<file path="config.mk">
export PLATFORM = sky130hd
export DESIGN_NAME = rule_recorder
export DESIGN_NICKNAME = d
export VERILOG_FILES = /design/src/rtl/rulerec_pkg.sv /design/src/rtl/dep_window.sv /design/src/rtl/rule_match.sv /design/src/rtl/rule_table.sv /design/src/rtl/rule_recorder.sv
export SDC_FILE = /design/constraint.sdc
export NUM_CORES = 2
export LEC_CHECK = 0
export BUFFER_PORTS_ARGS = -buffer_cell sky130_fd_sc_hd__buf_2
export CAP_MARGIN = 0
export CORE_MARGIN = 2
export CORE_UTILIZATION = 40
export CTS_CLUSTER_DIAMETER = 30
export CTS_CLUSTER_SIZE = 12
export DETAILED_ROUTE_END_ITERATION = 10
export PLACE_DENSITY = 0.52
export SLEW_MARGIN = 10
export SYNTH_ARGS = -nofsm -noshare
export SYNTH_HDL_FRONTEND = slang
export SYNTH_SLANG_ARGS = --single-unit
</file>
<file path="constraint.sdc">
create_clock -name clk -period 13.68 [get_ports clk]
set_clock_uncertainty 0.05 [all_clocks]
set_input_delay 2.052 -clock clk [delete_from_list [all_inputs] [get_ports clk]]
set_output_delay 2.052 -clock clk [all_outputs]
set_load 0.005 [all_outputs]
</file>
<file path="src/rtl/rulerec_pkg.sv">
`timescale 1ns/1ps
package rulerec_pkg;
    localparam int NODE_CNT = 16;
    localparam int NODE_W   = $clog2(NODE_CNT);
    localparam int FLIT_W   = 8;
    localparam int HIT_W    = 2;

    typedef logic [NODE_CNT-1:0] depvec_t;

    typedef struct packed {
        depvec_t             deps;
        logic [NODE_W-1:0]   dst;
        logic [FLIT_W-1:0]   flits;
    } rule_key_t;

    typedef struct packed {
        logic               valid;
        logic [HIT_W-1:0]   hits;
        rule_key_t          key;
    } rule_t;

    // saturating increment of a merge counter
    function automatic logic [HIT_W-1:0] hit_bump(input logic [HIT_W-1:0] h);
        return (&h) ? h : h + 1'b1;
    endfunction

    // one-hot bit for a source node, zero when no arrival
    function automatic depvec_t src_bit(input logic v, input logic [NODE_W-1:0] s);
        depvec_t r;
        r = '0;
        if (v) r[s] = 1'b1;
        return r;
    endfunction
endpackage

</file>
<file path="src/rtl/dep_window.sv">
`timescale 1ns/1ps
module dep_window
    import rulerec_pkg::*;
#(
    parameter int INTERVAL = 64
) (
    input  logic              clk,
    input  logic              rst,
    input  logic              rx_valid,
    input  logic [NODE_W-1:0] rx_src,
    input  logic              tx_valid,
    output depvec_t           cur_deps,
    output depvec_t           held_deps
);
    localparam int CNT_W = (INTERVAL > 1) ? $clog2(INTERVAL) : 1;

    logic [CNT_W-1:0] win_cnt;
    logic             win_end;

    assign win_end  = (win_cnt == CNT_W'(INTERVAL - 1));
    // same-cycle arrival is visible to a same-cycle send
    assign cur_deps = held_deps | src_bit(rx_valid, rx_src);

    always_ff @(posedge clk) begin
        if (rst) begin
            win_cnt   <= '0;
            held_deps <= '0;
        end else begin
            win_cnt   <= win_end ? '0 : win_cnt + 1'b1;
            held_deps <= (tx_valid || win_end) ? '0 : cur_deps;
        end
    end
endmodule

</file>
<file path="src/rtl/rule_match.sv">
`timescale 1ns/1ps
module rule_match
    import rulerec_pkg::*;
#(
    parameter int DEPTH = 32,
    localparam int IDX_W = $clog2(DEPTH)
) (
    input  rule_t [DEPTH-1:0] entries,
    input  rule_key_t         key,
    output logic              hit,
    output logic [IDX_W-1:0]  hit_idx
);
    logic [DEPTH-1:0] match;

    for (genvar g = 0; g < DEPTH; g++) begin : g_cmp
        assign match[g] = entries[g].valid && (entries[g].key == key);
    end

    always_comb begin
        hit     = |match;
        hit_idx = '0;
        for (int i = DEPTH - 1; i >= 0; i--) begin
            if (match[i]) hit_idx = IDX_W'(i);
        end
    end
endmodule

</file>
<file path="src/rtl/rule_table.sv">
`timescale 1ns/1ps
module rule_table
    import rulerec_pkg::*;
#(
    parameter int DEPTH = 32,
    localparam int IDX_W  = $clog2(DEPTH),
    localparam int FILL_W = $clog2(DEPTH + 1)
) (
    input  logic              clk,
    input  logic              rst,
    input  logic              wr,
    input  rule_key_t         key,
    input  logic              rd_en,
    input  logic [IDX_W-1:0]  rd_idx,
    output logic              rd_valid,
    output rule_t             rd_rule,
    output logic              overflow,
    output logic [FILL_W-1:0] fill
);
    rule_t [DEPTH-1:0] entries;
    logic              hit;
    logic [IDX_W-1:0]  hit_idx;
    logic              has_room;

    rule_match #(.DEPTH(DEPTH)) u_match (
        .entries (entries),
        .key     (key),
        .hit     (hit),
        .hit_idx (hit_idx)
    );

    assign has_room = (fill < FILL_W'(DEPTH));

    always_ff @(posedge clk) begin
        if (rst) begin
            entries  <= '0;
            fill     <= '0;
            overflow <= 1'b0;
            rd_valid <= 1'b0;
            rd_rule  <= '0;
        end else begin
            rd_valid <= rd_en;
            if (rd_en) begin
                rd_rule <= (32'(rd_idx) < DEPTH) ? entries[rd_idx] : '0;
            end
            if (wr) begin
                if (hit) begin
                    entries[hit_idx].hits <= hit_bump(entries[hit_idx].hits);
                end else if (has_room) begin
                    entries[fill[IDX_W-1:0]] <= '{valid: 1'b1, hits: '0, key: key};
                    fill <= fill + 1'b1;
                end else begin
                    overflow <= 1'b1;
                end
            end
        end
    end
endmodule

</file>
<file path="src/rtl/rule_recorder.sv">
`timescale 1ns/1ps
module rule_recorder
    import rulerec_pkg::*;
#(
    parameter int DEPTH    = 32,
    parameter int INTERVAL = 64,
    localparam int IDX_W   = $clog2(DEPTH),
    localparam int FILL_W  = $clog2(DEPTH + 1)
) (
    input  logic                clk,
    input  logic                rst,
    input  logic                rx_valid,
    input  logic [NODE_W-1:0]   rx_src,
    input  logic                tx_valid,
    input  logic [NODE_W-1:0]   tx_dst,
    input  logic [FLIT_W-1:0]   tx_flits,
    input  logic                rd_en,
    input  logic [IDX_W-1:0]    rd_idx,
    output logic                rd_valid,
    output logic                rd_used,
    output logic [HIT_W-1:0]    rd_hits,
    output logic [NODE_CNT-1:0] rd_deps,
    output logic [NODE_W-1:0]   rd_dst,
    output logic [FLIT_W-1:0]   rd_flits,
    output logic                overflow
);
    depvec_t           cur_deps;
    depvec_t           held_deps;
    rule_key_t         new_key;
    rule_t             rd_rule;
    logic [FILL_W-1:0] fill;

    dep_window #(.INTERVAL(INTERVAL)) u_window (
        .clk       (clk),
        .rst       (rst),
        .rx_valid  (rx_valid),
        .rx_src    (rx_src),
        .tx_valid  (tx_valid),
        .cur_deps  (cur_deps),
        .held_deps (held_deps)
    );

    assign new_key = '{deps: cur_deps, dst: tx_dst, flits: tx_flits};

    rule_table #(.DEPTH(DEPTH)) u_table (
        .clk      (clk),
        .rst      (rst),
        .wr       (tx_valid),
        .key      (new_key),
        .rd_en    (rd_en),
        .rd_idx   (rd_idx),
        .rd_valid (rd_valid),
        .rd_rule  (rd_rule),
        .overflow (overflow),
        .fill     (fill)
    );

    assign rd_used  = rd_rule.valid;
    assign rd_hits  = rd_rule.hits;
    assign rd_deps  = rd_rule.key.deps;
    assign rd_dst   = rd_rule.key.dst;
    assign rd_flits = rd_rule.key.flits;
endmodule

</file>
==> impl_metrics.json <==
{
  "cp.required_ns": 14.37,
  "cp_common_cell": "buf_4",
  "wl_met2_mm": 98.9,
  "areaGrowthSynthToFinish_pct": 20.5,
  "antenna_found_initial": 9,
  "setup_violations": 0,
  "synth_flop_cell": "dfxtp_1",
  "final_common_cell": "dfxtp_1",
  "r2r_end": "u_table.entries[617]",
  "port_buffers": 58,
  "r2r-start": "u_window.held_deps[8]",
  "start_kind": "input port",
  "syn_avg_cell_area_sq_um": 8.99,
  "holdWs_ns": 0.397,
  "slew_headroom": 0.125,
  "numCtsBuffers": 306,
  "synth_area_sq_mm": 0.0565,
  "critPathMaxStageDelay_ns": 0.81,
  "powerDensity_mw_per_mm2": 162,
  "grt_max_degree": 210,
  "hold_violations": 0,
  "status": "completed",
  "utilization": 0.487,
  "cts-root-buf": "clkbuf_16",
  "path_cells": "buf_2 > and3b_1 > a21oi_4 > buf_4 > xnor2_1 > nor4_1 > nor4bb_1 > or2_2 > o2111ai_1 > o21ai_2 > a21oi_1 > a2111o_1 > a211o_1 > a2111oi_2 > a21o_1 > buf_4 > mux2i_1",
  "first_pass_iters": 7,
  "synth_warnings": 0,
  "seq_area_frac_synth": 0.373,
  "ant_nets": 0,
  "final_nets": 6151,
  "die_area_sq_mm": 0.144,
  "hp-class": "register to register",
  "core_area_sq_mm": 0.140,
  "tightest_slew_ns": 1.31,
  "cts.repair.resized": 0,
  "routed-wl-met3_mm": 13.7,
  "r2r_setup_slack_ns": 6.49,
  "ys_seq_elements": 1053,
  "die_h_um": 380,
  "start_util": 0.404,
  "yosysTopAreaCellShare": 0.373,
  "cts_hold_buf": 0,
  "layout-drive-gt1-share": 0.164,
  "layout.cells.non_filler": 8216,
  "leakage_nw": 22.8,
  "tns_ns": 0,
  "post_cts_buffers": 0,
  "ys_async_sr_fraction": 0,
  "die_w_um": 380,
  "ys_types": 90,
  "min_period_ns": 8.61,
  "wl_per_cell_um": 26.0,
  "dp_cells": 7688,
  "worstPathArrival_ns": 9.30,
  "vias": 47600,
  "final_max_slew_viol_count": 0,
  "cts_buffer_depth": 4,
  "rows": 137,
  "min_period_over_period": 0.629,
  "yosysTopAreaCell": "dfxtp_1",
  "fin_area_sq_mm": 0.0681,
  "drv_cap": 0,
  "drt-vias-per-instance": 5.79,
  "finalWirelength_mm": 214,
  "worstRegToRegCells": 15,
  "cts_max_level": 5,
  "place_congestion": 0.960,
  "synth_nets": 6318,
  "synth_edf_count": 0,
  "ys_top_cells_by_area": "dfxtp_1 37%, mux4_2 12%, xnor2_1 11%, a211oi_1 7.4%, nand2_1 6.0%",
  "top_layer_used": "met5",
  "drc": 0,
  "clk_latency_ns": 0.91,
  "io_pins": 59,
  "dp_hpwl_mm": 145,
  "numClockSinks": 1053,
  "grt_use_total": 0.287,
  "clkTransAtPathRegs_ns": 0.04,
  "wl_met1_mm": 93.1,
  "ir_drop_mv": 0.113,
  "overflow": 0,
  "grt_pass1_vias": 45200,
  "cp-startpoint": "rx_src[3]",
  "crit_end": "u_table.entries[617]",
  "slowest_stage": "nor4_1",
  "cp_max_fo": 47,
  "cts_tree": "built",
  "critPathCaptureType": "register",
  "final_cell_mix": "1053 x dfxtp_1, 903 x nand2_1, 752 x nor2_1, 686 x xnor2_1, 555 x a211oi_1",
  "grt_setup_unrepaired": "false",
  "critPathKind": "input port to register",
  "grt_pass1_wl_mm": 314,
  "synthCells": 6287,
  "drtIter0Drc": 5139,
  "max_freq_mhz": 116,
  "place_area_sq_mm": 0.0574
}
## per-layer routing
| metal | vias up | global-route usage |
|---|---|---|
| met5 | - | 0 |
| met4 | 10 | 0.114 |
| met3 | 404 | 0.0447 |
| met2 | 1896 | 0.455 |
| met1 | 23400 | 0.392 |
| li1 | 21900 | - |
## cell usage after synthesis (11+ instances only)
library cell and n:
nand4_1 86, dfxtp_1 1053, nand2_1 903, nand3_1 74, buf_2 166, inv_1 23
mux4_2 310, nor2_1 752, a211oi_1 555, xor2_1 206, or3_1 11, mux2i_1 73
and3_1 38, nor4_1 140, o21ai_0 12, xnor2_1 686, o32ai_1 14, or4_1 17
buf_1 80, buf_4 30, clkbuf_1 333, nor3_1 66, o22ai_1 13, or2_2 14
a21oi_1 409, o21ai_1 25, nand2b_1 24
## state kept, by name (all words and copies together), names as in the netlist
signal	cells
u_window.win_cnt	6
u_table.fill	6
u_window.held_deps	16
u_table.rd_rule	31
u_table.rd_valid	1
u_table.overflow	1
u_table.entries	992
## where the power goes
| part | internal (mW) | switching [mW] |
|---|---|---|
| Clock | 5.31 | 2.05 |
| Sequential | 3.11 | 0.0229 |
| Combinational | 0.182 | 0.393 |
## metrics by stage
step                      worst slack, ns  power [mW]
after floorplan                      7.29        3.57
after global placement               4.36        3.75
after detailed placement             4.26        3.75
after CTS                            5.18        11.1
after global routing                 4.70        11.3
final                                5.07        11.1
## critical path, delay by kind of cell
kind / cells / cell delay, ns
simple gates: 4 / 1.96
buf+inv: 3 / 1.18
xor+xnor: 1 / 0.22
compound gates: 8 / 3.69
mux: 1 / 0.11
## cell type report
class                           instances  area, sq um
Clock inverter                        129         2030
Inverter                               23         86.3
Tap cell                             1876         2350
Antenna cell                            2         5.00
Fill cell                           13100        71800
Clock buffer                          397         8600
Multi-Input combinational cell       4598        32900
Sequential cell                      1053        21100
Timing Repair Buffer                  138          996
## worst min-delay path by stage
stage                        start             endpoint  slack, ns  cells past startpoint
6_report       u_window.win_cnt[0]  u_window.win_cnt[0]       0.40                      1
4_1_cts        u_window.win_cnt[0]  u_window.win_cnt[0]       0.40                      1
3_5_place_dp   u_window.win_cnt[0]  u_window.win_cnt[0]       0.39                      1
5_1_grt        u_window.win_cnt[0]  u_window.win_cnt[0]       0.43                      1
3_3_place_gp   u_window.win_cnt[0]  u_window.win_cnt[0]       0.39                      1
2_1_floorplan  u_window.win_cnt[0]  u_window.win_cnt[0]       0.37                      1
## kinds of logic (layout without fill, tap and decap cells)
| kind of cell | Yosys count | after routing | synth area share |
|---|---|---|---|
| xor+xnor | 892 | 892 | 0.138 |
| simple gates | 2184 | 2184 | 0.168 |
| compound gates | 1129 | 1129 | 0.133 |
| other cells | 0 | 2 | 0 |
| flops | 1053 | 1053 | 0.373 |
| mux | 388 | 388 | 0.137 |
| fa+ha+maj | 5 | 5 | 0.00111 |
| buf+inv | 636 | 687 | 0.0484 |
Power figures use the tool's default switching activity.
